[src/rtl/dram_ref_pkg.sv]
package dram_ref_pkg;

    typedef enum logic [2:0] {
        ST_PWRUP,
        ST_IDLE,
        ST_CAS_LEAD,
        ST_RAS_LOW,
        ST_PRECH,
        ST_RELEASE
    } ref_state_t;

    function automatic int unsigned imax(input int unsigned a, input int unsigned b);
        return (a > b) ? a : b;
    endfunction

endpackage

[src/rtl/dram_ref_interval.sv]
module dram_ref_interval #(
    parameter int unsigned INTERVAL = 1562
) (
    input  logic clk,
    input  logic rst_n,
    input  logic run,
    output logic tick
);
    localparam int unsigned TW = $clog2(INTERVAL);

    logic [TW-1:0] cnt;

    assign tick = run && (cnt == TW'(INTERVAL - 1));

    always_ff @(posedge clk or negedge rst_n) begin
        if (!rst_n) begin
            cnt <= '0;
        end else if (!run || tick) begin
            cnt <= '0;
        end else begin
            cnt <= cnt + 1'b1;
        end
    end

    // owed refreshes are spaced, never back to back
    a_r6_tick_spacing: assert property (@(posedge clk) disable iff (!rst_n)
        tick |=> !tick);

endmodule

[src/rtl/dram_ref_backlog.sv]
module dram_ref_backlog #(
    parameter int unsigned PEND_MAX = 8
) (
    input  logic clk,
    input  logic rst_n,
    input  logic clear,
    input  logic owe,
    input  logic paid,
    output logic owed,
    output logic overflow
);
    localparam int unsigned PW = $clog2(PEND_MAX + 1);

    logic [PW-1:0] pend;

    assign owed = (pend != '0);

    always_ff @(posedge clk or negedge rst_n) begin
        if (!rst_n) begin
            pend     <= '0;
            overflow <= 1'b0;
        end else if (clear) begin
            pend <= '0;
        end else begin
            unique case ({owe, paid})
                2'b10: begin
                    if (pend == PW'(PEND_MAX)) overflow <= 1'b1;
                    else                       pend <= pend + 1'b1;
                end
                2'b01: if (pend != '0) pend <= pend - 1'b1;
                default: ;
            endcase
        end
    end

    // the backlog never holds more than its depth
    a_r7_bounded: assert property (@(posedge clk) disable iff (!rst_n)
        pend <= PW'(PEND_MAX));

    // one more owed refresh at full depth raises the flag
    a_r7_flag_on_full: assert property (@(posedge clk) disable iff (!rst_n)
        (owe && !paid && !clear && pend == PW'(PEND_MAX)) |=> overflow);

    // the flag is sticky
    a_r7_sticky: assert property (@(posedge clk) disable iff (!rst_n)
        overflow |=> overflow);

endmodule

[src/rtl/dram_ref_seq.sv]
module dram_ref_seq
    import dram_ref_pkg::*;
#(
    parameter int unsigned PWRUP_CYC    = 20000,
    parameter int unsigned INIT_CYCLES  = 8,
    parameter int unsigned CAS_LEAD_CYC = 1,
    parameter int unsigned RAS_LOW_CYC  = 6,
    parameter int unsigned RAS_PRE_CYC  = 4,
    parameter int unsigned STALE_LIMIT  = 800000
) (
    input  logic clk,
    input  logic rst_n,
    input  logic grant,
    input  logic owed,
    output logic req,
    output logic ras_n,
    output logic cas_n,
    output logic ready,
    output logic paid,
    output logic reinit
);
    localparam int unsigned PHASE_MAX = imax(imax(PWRUP_CYC, CAS_LEAD_CYC),
                                             imax(RAS_LOW_CYC, RAS_PRE_CYC));
    localparam int unsigned CW = $clog2(PHASE_MAX + 1);
    localparam int unsigned IW = $clog2(INIT_CYCLES + 1);
    localparam int unsigned SW = $clog2(STALE_LIMIT + 1);

    ref_state_t    state, nxt;
    logic [CW-1:0] cnt;
    logic [IW-1:0] init_left;
    logic [SW-1:0] stale;
    logic          last, need, stale_hit, done;

    // phase length of the timed states
    always_comb begin
        unique case (state)
            ST_PWRUP:    last = (cnt == CW'(PWRUP_CYC - 1));
            ST_CAS_LEAD: last = (cnt == CW'(CAS_LEAD_CYC - 1));
            ST_RAS_LOW:  last = (cnt == CW'(RAS_LOW_CYC - 1));
            ST_PRECH:    last = (cnt == CW'(RAS_PRE_CYC - 1));
            default:     last = 1'b0;
        endcase
    end

    assign need      = (init_left != '0) || owed;
    assign stale_hit = (stale >= SW'(STALE_LIMIT));
    assign ready     = (init_left == '0);
    assign done      = (state == ST_RAS_LOW) && last;
    assign paid      = done && ready;
    assign reinit    = (state == ST_IDLE) && stale_hit;

    always_comb begin
        nxt = state;
        unique case (state)
            ST_PWRUP:    if (last) nxt = ST_IDLE;
            ST_IDLE:     if (!stale_hit && need && grant) nxt = ST_CAS_LEAD;
            ST_CAS_LEAD: if (last) nxt = ST_RAS_LOW;
            ST_RAS_LOW:  if (last) nxt = ST_PRECH;
            ST_PRECH:    if (last) nxt = ST_RELEASE;
            ST_RELEASE:  if (!grant) nxt = ST_IDLE;
            default:     nxt = ST_PWRUP;
        endcase
    end

    always_ff @(posedge clk or negedge rst_n) begin
        if (!rst_n) begin
            state     <= ST_PWRUP;
            cnt       <= '0;
            init_left <= IW'(INIT_CYCLES);
            stale     <= '0;
        end else begin
            state <= nxt;
            if (nxt != state || state == ST_IDLE || state == ST_RELEASE) cnt <= '0;
            else                                                         cnt <= cnt + 1'b1;
            if (reinit)                        init_left <= IW'(INIT_CYCLES);
            else if (done && init_left != '0)  init_left <= init_left - 1'b1;
            if (reinit || !ready || done)      stale <= '0;
            else if (!stale_hit)               stale <= stale + 1'b1;
        end
    end

    // strobe and handshake outputs
    always_comb begin
        unique case (state)
            ST_CAS_LEAD: begin ras_n = 1'b1; cas_n = 1'b0; req = 1'b1; end
            ST_RAS_LOW:  begin ras_n = 1'b0; cas_n = 1'b0; req = 1'b1; end
            ST_PRECH:    begin ras_n = 1'b1; cas_n = 1'b1; req = 1'b1; end
            ST_IDLE:     begin ras_n = 1'b1; cas_n = 1'b1; req = need; end
            default:     begin ras_n = 1'b1; cas_n = 1'b1; req = 1'b0; end
        endcase
    end

    // silent during the power-up pause
    a_r1_quiet_pwrup: assert property (@(posedge clk) disable iff (!rst_n)
        (state == ST_PWRUP) |-> (ras_n && cas_n && !req));

    // CAS already low in the cycle before RAS falls
    a_r3_cas_leads: assert property (@(posedge clk) disable iff (!rst_n)
        $fell(ras_n) |-> (!cas_n && $past(!cas_n)));

    // RAS never low on its own
    a_r3_no_lone_ras: assert property (@(posedge clk) disable iff (!rst_n)
        !ras_n |-> !cas_n);

    // a cycle starts only under grant
    a_r5_granted_start: assert property (@(posedge clk) disable iff (!rst_n)
        $fell(cas_n) |-> $past(grant));

    // ready only rises as an init cycle ends its RAS-low phase
    a_r2_ready_from_cycle: assert property (@(posedge clk) disable iff (!rst_n)
        $rose(ready) |-> $past(state == ST_RAS_LOW));

endmodule

[src/rtl/dram_refresh_sched.sv]
module dram_refresh_sched #(
    parameter int unsigned PWRUP_CYC    = 20000,
    parameter int unsigned INIT_CYCLES  = 8,
    parameter int unsigned CAS_LEAD_CYC = 1,
    parameter int unsigned RAS_LOW_CYC  = 6,
    parameter int unsigned RAS_PRE_CYC  = 4,
    parameter int unsigned REF_INTERVAL = 1562,
    parameter int unsigned PEND_MAX     = 8,
    parameter int unsigned STALE_LIMIT  = 800000
) (
    input  logic clk,
    input  logic rst_n,
    input  logic refresh_grant,
    output logic refresh_req,
    output logic ras_n,
    output logic cas_n,
    output logic ready,
    output logic overflow_err
);
    logic tick, owed, paid, reinit;

    dram_ref_interval #(.INTERVAL(REF_INTERVAL)) u_interval (
        .clk  (clk),
        .rst_n(rst_n),
        .run  (ready),
        .tick (tick)
    );

    dram_ref_backlog #(.PEND_MAX(PEND_MAX)) u_backlog (
        .clk     (clk),
        .rst_n   (rst_n),
        .clear   (reinit),
        .owe     (tick),
        .paid    (paid),
        .owed    (owed),
        .overflow(overflow_err)
    );

    dram_ref_seq #(
        .PWRUP_CYC   (PWRUP_CYC),
        .INIT_CYCLES (INIT_CYCLES),
        .CAS_LEAD_CYC(CAS_LEAD_CYC),
        .RAS_LOW_CYC (RAS_LOW_CYC),
        .RAS_PRE_CYC (RAS_PRE_CYC),
        .STALE_LIMIT (STALE_LIMIT)
    ) u_seq (
        .clk   (clk),
        .rst_n (rst_n),
        .grant (refresh_grant),
        .owed  (owed),
        .req   (refresh_req),
        .ras_n (ras_n),
        .cas_n (cas_n),
        .ready (ready),
        .paid  (paid),
        .reinit(reinit)
    );

endmodule

[config.mk]
export PLATFORM = sky130hd
export DESIGN_NAME = dram_refresh_sched
export DESIGN_NICKNAME = d
export VERILOG_FILES = /design/src/rtl/dram_ref_pkg.sv /design/src/rtl/dram_ref_interval.sv /design/src/rtl/dram_ref_backlog.sv /design/src/rtl/dram_ref_seq.sv /design/src/rtl/dram_refresh_sched.sv
export SDC_FILE = /design/constraint.sdc
export NUM_CORES = 1
export LEC_CHECK = 0
export BUFFER_PORTS_ARGS = -buffer_cell sky130_fd_sc_hd__buf_2
export CAP_MARGIN = 20
export CORE_MARGIN = 2
export CORE_UTILIZATION = 62
export CTS_CLUSTER_DIAMETER = 60
export CTS_CLUSTER_SIZE = 25
export DETAILED_ROUTE_END_ITERATION = 7
export GPL_TIMING_DRIVEN = 0
export PLACE_DENSITY_LB_ADDON = 0.3
export REMOVE_ABC_BUFFERS = 1
export SLEW_MARGIN = 20
export SYNTH_ARGS = -nofsm -noshare
export SYNTH_HDL_FRONTEND = slang
export SYNTH_SLANG_ARGS = --single-unit
[constraint.sdc]
create_clock -name clk -period 4.6 [get_ports clk]
set_clock_uncertainty 0.2 [all_clocks]
set_input_delay 0.23 -clock clk [delete_from_list [all_inputs] [get_ports clk]]
set_output_delay 0.23 -clock clk [all_outputs]
set_load 0.01 [all_outputs]
==> Word level (Yosys, flattened, before mapping) <==
Cells that the tools add are included.
{ "totals": {"ff_bits": 58, "in_bits": 3, "wordCells": 78} }
{ "op_classes": {"n_mux": 21, "bitwise_logic": 1, "n_lt_le_gt_ge": 1, "n_reduce_logical": 26, "n_eq_ne": 16, "add_sub_neg": 6} }
{ "op_table": {"columns": ["cell", "count"], "rows": [
  ["$mux W20", 2],
  ["$add A20 B1 Y20 const B", 1],
  ["$ge A20 B20 Y1 const B", 1],
  ["$mux W4", 5],
  ["$mux W3", 6],
  ["$pmux W3 S6", 1],
  ["$add A15 B1 Y15 const B", 1],
  ["$eq A15 B15 Y1 const B", 1],
  ["$eq A15 B2 Y1 const B", 1],
  ["$eq A15 B3 Y1 const B", 1],
  ["$logic_not A15 Y1", 1],
  ["$mux W15", 1],
  ["$add A11 B1 Y11 const B", 1],
  ["$eq A11 B11 Y1 const B", 1],
  ["$mux W11", 1],
  ["$pmux W4 S2", 1],
  ["$reduce_bool A4 Y1", 2],
  ["$sub A4 B1 Y4 const B", 2],
  ["$logic_and A1 B1 Y1", 7],
  ["$eq A3 B2 Y1 const B", 2],
  ["$eq A3 B3 Y1 const B", 2],
  ["$logic_or A1 B1 Y1", 6],
  ["$reduce_and A3 Y1", 2],
  ["$add A4 B1 Y4 const B", 1],
  ["other kinds (19)", 21]
]} }

==> Depth between registers and ports, before layout <==
Gate-level depths: netlist of the first run.
{ "logic_depth": {"ltp_word": 10, "ltp_mapped": 13} }

==> By module <==
From an unflattened synthesis of the first run, not the netlist that was laid out.
{ "hier_totals": {"cells_unflattened": 363, "hier_area_um2": 3413.3} }
{ "by_module_without_submodules": {"columns": ["module", "area_per_inst_um2", "cells_per_inst", "instances"], "rows": [
  ["dram_ref_seq", 2461.1, 264, 1],
  ["dram_ref_interval", 558.0, 55, 1],
  ["dram_ref_backlog", 394.1, 44, 1]
]} }

==> Least setup slack after synthesis of the first run <==
Ideal clock, no wire load.
{ "synth_timing": {"kind": "register to register", "startpoint": "register u_seq.cnt[3]", "endpoint": "register u_backlog.pend[3]", "setup_ns": 0.121, "path_stages_with_launch": 13, "slack_ns": 1.279, "synth_period_minus_slack_ns": 3.321, "arrival_ns": 3.000, "path_cell_list": "dfrtp_1 or4_1 a2111o_1 a21oi_2 nand2_1 inv_1 ha_1 ha_1 a21o_1 a21oi_1 xnor2_1 a211oi_1 nand2b_1"} }
{ "synth_between": {"elab_chain_len": 7, "word_cells_on_any_way": 15, "cone_classes": "eq/ne (7); mux (3); reduce/logical (5)"} }
{ "synth_rtl": {"columns": ["item", "line", "rtl"], "rows": [
  ["start: declaration", "dram_ref_seq.sv:29", "logic [CW-1:0] cnt;"],
  ["start signal: assignment", "dram_ref_seq.sv:74", "else cnt <= cnt + 1'b1;"],
  ["$eq A15 B2 Y1, or another cell as far along", "dram_ref_seq.sv:40", "ST_PRECH: last = (cnt == CW'(RAS_PRE_CYC - 1));"],
  ["$pmux W1 S4 (*)", "dram_ref_seq.sv:36", "unique case (state)"],
  ["$logic_and A1 B1 Y1 (*)", "dram_ref_seq.sv:48", "assign done = (state == ST_RAS_LOW) && last;"],
  ["$logic_and A1 B1 Y1 (*)", "dram_ref_seq.sv:49", "assign paid = done && ready;"],
  ["$eq A2 B1 Y1 or $eq A2 B2 Y1 (tied branches)", "dram_ref_backlog.sv:25", "unique case ({owe, paid})"],
  ["$ne A3 B1 Y1 (no line), or another cell as far along", null, null],
  ["$reduce_and A3 Y1 (no line) or $mux W4 (tied branches)", null, null],
  ["end signal: assignment", "dram_ref_backlog.sv:28", "else pend <= pend + 1'b1;"],
  ["end signal: assignment", "dram_ref_backlog.sv:30", "2'b01: if (pend != '0) pend <= pend - 1'b1;"],
  ["end: declaration", "dram_ref_backlog.sv:14", "logic [PW-1:0] pend;"]
]} }
Mark *: on every way between the ends. The rest lies on a longest branch, timed or not.
A chain may end at the register's enable or synchronous reset.

==> Worst setup path in the final report of the first run <==
{ "layout_timing": {"startpoint": "register u_seq.state[0]", "endpoint": "register u_backlog.pend[3]"} }
{ "layout_between": {"elab_chain_len": 7, "word_cells_on_any_way": 17, "cone_classes": "eq/ne (8); mux (3); reduce/logical (6)"} }
{ "layout_rtl": {"columns": ["item", "line", "rtl"], "rows": [
  ["start: declaration", "dram_ref_seq.sv:28", "ref_state_t state, nxt;"],
  ["start signal: assignment", "dram_ref_seq.sv:72", "state <= nxt;"],
  ["$eq A3 B3 Y1, or another cell as far along", "dram_ref_seq.sv:36", null],
  ["$pmux W1 S4", "dram_ref_seq.sv:36", null],
  ["$logic_and A1 B1 Y1", "dram_ref_seq.sv:48", null],
  ["$logic_and A1 B1 Y1", "dram_ref_seq.sv:49", null],
  ["$eq A2 B1 Y1 or $eq A2 B2 Y1 (tied branches)", "dram_ref_backlog.sv:25", null],
  ["$ne A3 B1 Y1 (no line), or another cell as far along", null, null],
  ["$reduce_and A3 Y1 (no line) or $mux W4 (tied branches)", null, null]
]} }
Parallel ways exist; a longest one is shown, timed or not.

==> reports/results.tsv, run 1 <==
metric	value	unit
CTS clock-pin slew for the worst setup and hold paths	0.06	ns
Root Driver	clkbuf_8	
fill count	408	
Crit. Startpoint	u_seq.state[0]$_DFF_PN0_	
slew margin rel.	0.5259	
Synth area leader	dfrtp_1	
Crit. End Element	register	
ys flop type	dfrtp_1	
area of the mapped netlist	3266	µm²
GRT met2 Usage	0.3681	
first-pass GRT wire length	11410	µm
Worst Setup EP	u_backlog.pend[3]$_DFFE_PN0P_	
top cell type's share of synthesized area	0.4368	
DRT antenna net count	0	
CP arrival	3.73	ns
min cycle time layout	3.705	ns
Final Total Pwr	988.9	µW
H-tree levels	3	
mean area per synthesized cell	9.662	µm²
clk sinks	58	
largest net degree at the start of global routing	59	
Worst R2R Setup Slack	0.90	ns
area grow syn2layout	8.468	%
routed via count	2482	
Crit Path Category	register to register	
power per cell area	279.2	nW/µm²
RR Endpoint	u_backlog.pend[3]$_DFFE_PN0P_	
Final Hold Vio Count	0	
Slew Viols, Final	0	
synth top area cells	dfrtp_1 44%, xor2_1 5.6%, xnor2_1 5.4%	
Die H	76.58	µm
Remaining DRCs	0	
status	complete, no violations	
Placed Instances	404	
LEAKAGE	0.001512	µW
busiest layer in global routing	met2	
Longest Clk Path Bufs	2	
Startpoint Class	register	
drt pass-1 iters	4	
core area	5107	µm²
fin crit share	0.8054	
f_max	269.9	MHz
PnR worst setup slack	0.8954	ns
Initial DRC Count	145	
Unique masters post-synth	56	
vias in the first global route	2486	
CP Max Fanout	14	
sequential area share after synthesis	0.4448	
Die Wd	76.58	µm
via/cell ratio	5.895	
worst min path class	primary input to register	
num rows	26	
full die area	5864	µm²
Total GRT Usage	0.2431	
met3 Use GR	0.06161	
dpl ws	0.9342	ns
Fin Setup TNS	0	ns
peak supply drop	186.8	µV
IO Port Bufs	7	
Syn Inst Count	338	
Finished Layout Cells	421	
worst r2r src	u_seq.state[0]$_DFF_PN0_	
ANT cells	0	
layout cells sized above 1	0.1311	
Final GP Congestion	0.8429	
actual slew at the worst max-slew pin	0.7111	ns
I/O pins	8	
insertion delay to the later sink of the worst-skew pair	0.34	ns
unrepaired setup endpoints after global routing	no	
gr ovfl total	0	
GR Util met1	0.3281	
# setup viols final	0	
dpl hpwl	4085	µm
CTS tree	done	
# Post-CTS Setup Buffers	0	
required time at the worst-slack endpoint	4.62	ns
EDFF count, synth	0	
ys async rst share	1.000	
Initial Util	0.6394	
Routed WL	6350	µm
final net count	361	
MaxCap Viol Count	0	
per-cell routed wire length	15.08	µm
initial antenna violation count	0	
R2R depth	12	
TritonCTS Buffers	9	
FF+latch count, synth	58	
yosys warns	0	
## sequential cells by signal, summed over array words and instances, names as in the netlist
name	flops
u_backlog.pend	4
u_seq.stale	20
u_seq.state	3
u_backlog.overflow	1
u_interval.cnt	11
u_seq.cnt	15
u_seq.init_left	4
## final cells by class
type | instances | area [µm²] | area share
clock buffers | 15 | 196.4 | 0.05546
clock inverters | 1 | 5.005 | 0.001413
inverters | 14 | 52.55 | 0.01484
multi-input cells | 255 | 1700 | 0.4800
flip-flops and latches | 58 | 1453 | 0.4101
well taps | 70 | 87.58 | 0.02473
repair buffers | 8 | 47.55 | 0.01342
## how the worst min path moves through the flow
stage / start / endpoint / cells after the start / slack, ns
after CTS: refresh_grant / u_seq.state[2]$_DFF_PN0_ / 3 / 0.06
after detailed placement: rst_n / u_backlog.pend[2]$_DFFE_PN0P_ / 1 / 0.13
after global routing: refresh_grant / u_seq.state[2]$_DFF_PN0_ / 3 / 0.06
final: refresh_grant / u_seq.state[2]$_DFF_PN0_ / 3 / 0.07
after global placement: u_backlog.overflow$_DFFE_PN0P_ / u_backlog.overflow$_DFFE_PN0P_ / 1 / 0.25
after floorplan: rst_n / u_backlog.overflow$_DFFE_PN0P_ / 0 / -0.27
## cell usage after synthesis (2+ instances only)
| library cell | instances |
|---|---|
| nand2_1 | 21 |
| a211oi_1 | 4 |
| nand4_1 | 13 |
| nand2b_1 | 3 |
| nor2_1 | 44 |
| inv_1 | 14 |
| buf_2 | 3 |
| dfrtp_1 | 57 |
| a211oi_2 | 2 |
| ha_1 | 11 |
| o211ai_1 | 7 |
| nand3b_1 | 3 |
| or3b_1 | 2 |
| nand3_1 | 13 |
| buf_4 | 2 |
| nor3b_1 | 5 |
| nor3_1 | 9 |
| and3_1 | 9 |
| xnor2_1 | 20 |
| clkbuf_1 | 4 |
| nor4_1 | 2 |
| o2111ai_1 | 3 |
| o21ai_0 | 6 |
| xor2_1 | 21 |
| and4_1 | 4 |
| a21oi_1 | 12 |
| or3_1 | 4 |
| nor2_2 | 10 |
| a31oi_1 | 2 |
| o21ai_1 | 2 |
## logic make-up after synthesis
group / Yosys count / synth area share
flops: 58 / 0.4448
fa+ha+maj: 12 / 0.04828
simple gates: 150 / 0.2464
xor+xnor: 41 / 0.1100
compound gates: 50 / 0.1096
mux: 2 / 0.006513
buf+inv: 25 / 0.03448
## worst max-delay path, stage by stage, from the launching register on
cell	delay, ns
dfrtp_1	0.53
or3b_1	0.46
a2111o_1	0.51
a21oi_2	0.32
nand2_1	0.12
inv_1	0.08
ha_1	0.31
ha_1	0.28
a21o_1	0.17
a21oi_1	0.17
xnor2_1	0.16
a211oi_1	0.09
nand2b_1	0.17
## repair_timing
| item | in CTS | in global routing |
|---|---|---|
| endpoints found under the hold margin | 57 | 0 |
| resized for setup | 0 | 0 |
| hold buffers | 1 | 0 |
## through the flow
| step | instance area (µm²) | hold slack (ns) | util |
|---|---|---|---|
| 3_5_place_dp | 3331 | 0.1288 | 0.6521 |
| 4_1_cts | 3542 | 0.05714 | 0.6935 |
| 6_report | 3542 | 0.07428 | 0.6935 |
| 3_3_place_gp | 3328 | 0.2533 | 0.6516 |
| 5_1_grt | 3542 | 0.06299 | 0.6935 |
| 2_1_floorplan | 3206 | -0.2656 | - |
## layout by cell type, fill, tap and decap left out, drive strengths merged, types with 2 or more instances in the layout
master	netlist	final
o211ai	7	7
a211oi	6	6
clkbuf	4	15
or3	5	5
o2111ai	3	3
a21oi	13	13
a31oi	2	2
dfrtp	57	57
or3b	2	2
xor2	21	21
and3	9	9
and4	4	4
nand2	21	21
ha	11	11
nor4	4	4
xnor2	20	20
nand2b	3	3
nand4	13	13
nor3b	5	5
nor3	9	9
nor2	54	54
buf	7	7
nand3	13	13
inv	14	14
nand3b	3	3
o21ai	9	9
## power breakdown
group | leakage, µW | internal (µW) | total (µW) | switching, µW
clock | 0.000106 | 269 | 467 | 199
sequential | 0.000768 | 510 | 510 | 0.000000000108
combinational | 0.000638 | 1.63 | 11.4 | 9.75
total | 0.00151 | 781 | 989 | 208
## routing by layer
metal,part of all wire,wire (µm),vias up
met5,0,0,-
li1,-,-,1200
met1,0.47,2970,1218
met2,0.47,3013,57
met3,0.045,286,7
met4,0.013,80,0
Power figures use the tool's default switching activity.
==> run 2, diff against run 1 <==
- clock period: 4.6 -> 3.6 ns (I/O delays scaled with it)
==> reports/results.tsv, run 2 (synthesis gave the netlist of run 1 again) <==
metric	value	unit
ANT cells	0	
slew margin rel.	0.5282	
final core occ	0.7075	
num rows	26	
Longest Clk Path Bufs	2	
Remaining DRCs	0	
insertion delay to the later sink of the worst-skew pair	0.34	ns
routed via count	2519	
top flop regs	u_seq.stale x20, u_seq.cnt x15, u_interval.cnt x11	
worst r2r src	u_seq.state[0]$_DFF_PN0_	
cell count along the critical path	12	
core area	5107	µm²
Root Driver	clkbuf_8	
MaxCap Viol Count	0	
CP Max Fanout	11	
vias in the first global route	2485	
Slew Viols, Final	0	
layout cells sized above 1	0.1573	
unrepaired setup endpoints after global routing	no	
clk sinks	58	
Worst Hold Path Cells	3	
worst min path class	primary input to register	
gr ovfl total	0	
Crit Path Category	register to register	
area grow syn2layout	10.65	%
initial antenna violation count	0	
full die area	5864	µm²
worst hold path endpoint	u_seq.state[2]$_DFF_PN0_	
CP arrival	3.38	ns
placed cell areas	3331	µm²
f_max	297.7	MHz
PnR worst setup slack	0.2409	ns
R2R depth	12	
commonest non-fill, non-tap cell in the layout	dfrtp_1	
RR Endpoint	u_backlog.pend[3]$_DFFE_PN0P_	
CP delay by family, top	compound AO/OA/AOI/OAI gates	
first-pass GRT wire length	11430	µm
M1 WL	2999	µm
I/O pins	8	
Routed WL	6445	µm
Initial DRC Count	174	
Crit. End Element	register	
register bank with the most flops	u_seq.stale	
origin of the worst min-delay path	refresh_grant	
drt pass-1 iters	4	
H-tree levels	3	
met3 routed WL	313	µm
TritonCTS Buffers	9	
DRT antenna net count	0	
metal2 WL	3043	µm
min cycle time layout	3.359	ns
CTS tree	done	
Total GRT Usage	0.2433	
largest net degree at the start of global routing	59	
required time at the worst-slack endpoint	3.62	ns
commonest cells after routing, fill and taps aside	54 x dfrtp_1, 44 x nor2_1, 21 x nand2_1, 21 x xor2_1, 20 x xnor2_1	
CTS clock-pin slew for the worst setup and hold paths	0.07	ns
dpl ws	-0.06580	ns
Crit path largest cell delay	0.50	ns
Die H	76.58	µm
Critical Path, Cell by Cell	or3b_1 > a2111o_1 > a21oi_4 > nand2_1 > inv_1 > ha_4 > ha_1 > a21o_1 > a21oi_1 > xnor2_1 > a211oi_1 > nand2b_1	
# setup viols final	0	
Largest register FFs	20	
power per cell area	349.8	nW/µm²
dpl hpwl	4085	µm
fin crit share	0.9331	
actual slew at the worst max-slew pin	0.7077	ns
Final GP Congestion	0.8429	
IO Port Bufs	7	
peak supply drop	238.8	µV
Fin Setup TNS	0	ns
Worst R2R Setup Slack	0.24	ns
final net count	366	
LEAKAGE	0.001536	µW
Die Wd	76.58	µm
Startpoint Class	register	
Post-Layout Inst Area	3613	µm²
Crit path buffers/inverters	1	
Final Hold Vio Count	0	
via/cell ratio	5.913	
status	complete, no violations	
Slowest-stage cell, CP	a2111o_1	
Final Total Pwr	1264	µW
per-cell routed wire length	15.13	µm
uppermost layer routed	met4	
Initial Util	0.6394	
==> run 2: cell types whose count changed in the layout (fill, tap and decap cells not counted), sizes merged <==
cell,delta
buf,+5
==> run 2: worst max path at each step <==
stage,from,endpoint,slack [ns]
after floorplan,u_seq.cnt[3]$_DFF_PN0_,u_backlog.pend[3]$_DFFE_PN0P_,0.28
after global placement,u_seq.state[0]$_DFF_PN0_,u_backlog.pend[3]$_DFFE_PN0P_,-0.008
after detailed placement,u_seq.state[0]$_DFF_PN0_,u_backlog.pend[3]$_DFFE_PN0P_,-0.07
after CTS,u_seq.state[0]$_DFF_PN0_,u_backlog.pend[3]$_DFFE_PN0P_,0.04
after global routing,u_seq.state[1]$_DFF_PN0_,u_backlog.pend[3]$_DFFE_PN0P_,0.03
final,u_seq.state[0]$_DFF_PN0_,u_backlog.pend[3]$_DFFE_PN0P_,0.24
==> run 2: cell type report <==
cell class | instances | area [µm²]
Multi-Input combinational cell | 255 | 1730
Fill cell | 391 | 1494
Sequential cell | 58 | 1456
Clock buffer | 15 | 196.4
Tap cell | 70 | 87.58
Timing Repair Buffer | 13 | 85.08
Inverter | 14 | 52.55
Clock inverter | 1 | 5.005
==> run 2: metal layers <==
layer,vias up,GRT usage
li1,1209,-
met1,1239,0.3289
met2,63,0.3681
met3,8,0.06161
met4,0,0.1164
met5,-,0
==> run 2: where the power goes <==
part,switching (µW),internal (µW)
Combinational,12.5,2.08
Sequential,0.000000000137,652
Clock,254,343
Total,267,997
==> run 2: what timing repair did <==
action | CTS | global route
gates cloned | 0 | 0
resized for setup | 2 | 6
hold buffers | 1 | 0
setup endpoints to repair | 1 | 1
hold endpoints to repair | 57 | 0
pin swaps | 0 | 2
setup buffers | 0 | 5
==> run 2: through the flow <==
stage / hold slack (ns) / instances
detailed placement: 0.07877 / 404
global placement: 0.2533 / 404
global route: 0.01403 / 426
finish: 0.02313 / 426
floorplan: -0.3156 / 327
CTS: 0.006533 / 421
==> run 2: worst reg2reg max path, delay by kind of cell (launching register included) <==
family,cells,cell delay [ns]
xor+xnor,1,0.16
buf+inv,1,0.11
flops,1,0.48
compound gates,5,1.17
fa+ha+maj,2,0.43
simple gates,3,0.71
==> run 3, diff against run 2 <==
- CORE_MARGIN: 2 -> 3
- SETUP_SLACK_MARGIN: default -> 0.2
==> reports/results.tsv, run 3 (synthesis gave the netlist of run 1 again) <==
metric	value	unit
status	complete, no violations	
peak supply drop	284.5	µV
MaxCap Viol Count	0	
metal2 WL	3110	µm
commonest non-fill, non-tap cell in the layout	dfrtp_1	
Total GRT Usage	0.2329	
Crit path buffers/inverters	1	
full die area	6174	µm²
routed via count	2515	
DRT antenna net count	0	
CTS clock-pin slew for the worst setup and hold paths	0.06	ns
PnR worst setup slack	0.3216	ns
TritonCTS Buffers	9	
first-pass GRT wire length	11360	µm
Crit Path Category	register to register	
dpl hpwl	4168	µm
layout cells sized above 1	0.1549	
Largest register FFs	20	
placed cell areas	3327	µm²
uppermost layer routed	met4	
CP arrival	3.31	ns
fin crit share	0.9107	
final net count	366	
Crit path largest cell delay	0.56	ns
register bank with the most flops	u_seq.stale	
Post-Layout Inst Area	3618	µm²
LEAKAGE	0.001534	µW
Initial DRC Count	193	
num rows	25	
largest net degree at the start of global routing	59	
Crit. End Element	register	
M1 WL	3097	µm
gr ovfl total	0	
# setup viols final	0	
via/cell ratio	5.960	
unrepaired setup endpoints after global routing	no	
insertion delay to the later sink of the worst-skew pair	0.34	ns
met3 routed WL	215	µm
f_max	305.0	MHz
core area	4911	µm²
Die Wd	78.58	µm
Root Driver	clkbuf_8	
dpl ws	-0.03096	ns
CTS tree	done	
Slew Viols, Final	0	
drt pass-1 iters	4	
ANT cells	0	
Remaining DRCs	0	
IO Port Bufs	7	
H-tree levels	3	
Routed WL	6525	µm
vias in the first global route	2451	
min cycle time layout	3.278	ns
Critical Path, Cell by Cell	or4_4 > a2111o_1 > a21oi_4 > nand2_1 > inv_1 > ha_4 > ha_1 > a21o_1 > a21oi_1 > xnor2_1 > a211oi_1 > nand2b_1	
Slowest-stage cell, CP	or4_4	
Final Hold Vio Count	0	
area grow syn2layout	10.80	%
I/O pins	8	
required time at the worst-slack endpoint	3.63	ns
worst min path class	primary input to asynchronous set/reset pin	
slew margin rel.	0.5137	
initial antenna violation count	0	
Final GP Congestion	0.8567	
CP Max Fanout	5	
actual slew at the worst max-slew pin	0.7294	ns
CP delay by family, top	compound AO/OA/AOI/OAI gates	
Die H	78.58	µm
commonest cells after routing, fill and taps aside	54 x dfrtp_1, 44 x nor2_1, 21 x nand2_1, 21 x xor2_1, 20 x xnor2_1	
power per cell area	356.8	nW/µm²
clk sinks	58	
Initial Util	0.6650	
Startpoint Class	register	
per-cell routed wire length	15.46	µm
Longest Clk Path Bufs	2	
top flop regs	u_seq.stale x20, u_seq.cnt x15, u_interval.cnt x11	
==> run 3: cell count changes in the layout (fill, tap and decap cells not counted), sizes merged <==
cell         before  now
clkbuf           15   13
buf              12   11
dlygate4sd3       1    2
bufinv            0    1
==> run 3: final timing paths <==
path                                                   from                             to  slack [ns]  depth (start not counted)
worst max-delay path                 u_seq.cnt[3]$_DFF_PN0_  u_backlog.pend[3]$_DFFE_PN0P_        0.32                         12
worst min-delay path                                  rst_n  u_backlog.pend[2]$_DFFE_PN0P_        0.22                          2
worst max register to register       u_seq.cnt[3]$_DFF_PN0_  u_backlog.pend[3]$_DFFE_PN0P_        0.32                         12
worst min register to register  u_interval.cnt[0]$_DFF_PN0_    u_interval.cnt[0]$_DFF_PN0_        0.29                          1
max in group asynchronous                             rst_n    u_seq.stale[15]$_DFFE_PN0P_        2.47                          2
min in group clk                u_interval.cnt[0]$_DFF_PN0_    u_interval.cnt[0]$_DFF_PN0_        0.29                          1
==> run 3: per-stage QoR <==
| stage | hold slack (ns) | power, µW | cells | setup TNS, ns | util |
|---|---|---|---|---|---|
| after detailed placement | 0.08188 | 678.5 | 401 | -0.03096 | 0.6775 |
| after CTS | 0.2605 | 1299 | 419 | 0 | 0.7279 |
| after global placement | 0.2595 | 678.2 | 401 | 0 | 0.6769 |
| final | 0.2189 | 1291 | 422 | 0 | 0.7368 |
| after floorplan | -0.3156 | 664.4 | 327 | 0 | - |
| after global routing | 0.2833 | 1337 | 422 | 0 | 0.7368 |
==> run 3: repair_timing <==
item	in CTS	in global routing
hold buffers	2	0
gates resized for setup	5	4
setup endpoints to repair	2	1
endpoints found under the hold margin	58	0
setup buffers	1	3
pin swaps	2	2
==> run 3: where the power goes <==
part	total (µW)	internal (µW)	switching, µW
sequential	652	652	0.000000000141
combinational	15.5	2.78	12.7
clock	624	372	252
total	1290	1030	265
==> run 3: routing by layer <==
| metal | track usage | up-vias |
|---|---|---|
| met2 | 0.3531 | 47 |
| met3 | 0.06078 | 10 |
| met1 | 0.3203 | 1248 |
| li1 | - | 1210 |
| met5 | 0 | - |
| met4 | 0.08916 | 0 |
==> run 3: cell type report <==
cell class                 instances  area [µm²]
tap                               67       83.83
multi-input combinational        255        1734
sequential                        58        1456
inverter                          14       52.55
timing repair buffer              13       87.58
fill                             368        1292
clock inverter                     2       35.03
clock buffer                      13       168.9
==> run 3: worst reg2reg max path, cell delays in order, from the launching register on <==
cell	delay [ns]
dfrtp_1	0.44
or4_4	0.56
a2111o_1	0.40
a21oi_4	0.17
nand2_1	0.09
inv_1	0.11
ha_4	0.18
ha_1	0.24
a21o_1	0.18
a21oi_1	0.18
xnor2_1	0.17
a211oi_1	0.10
nand2b_1	0.16
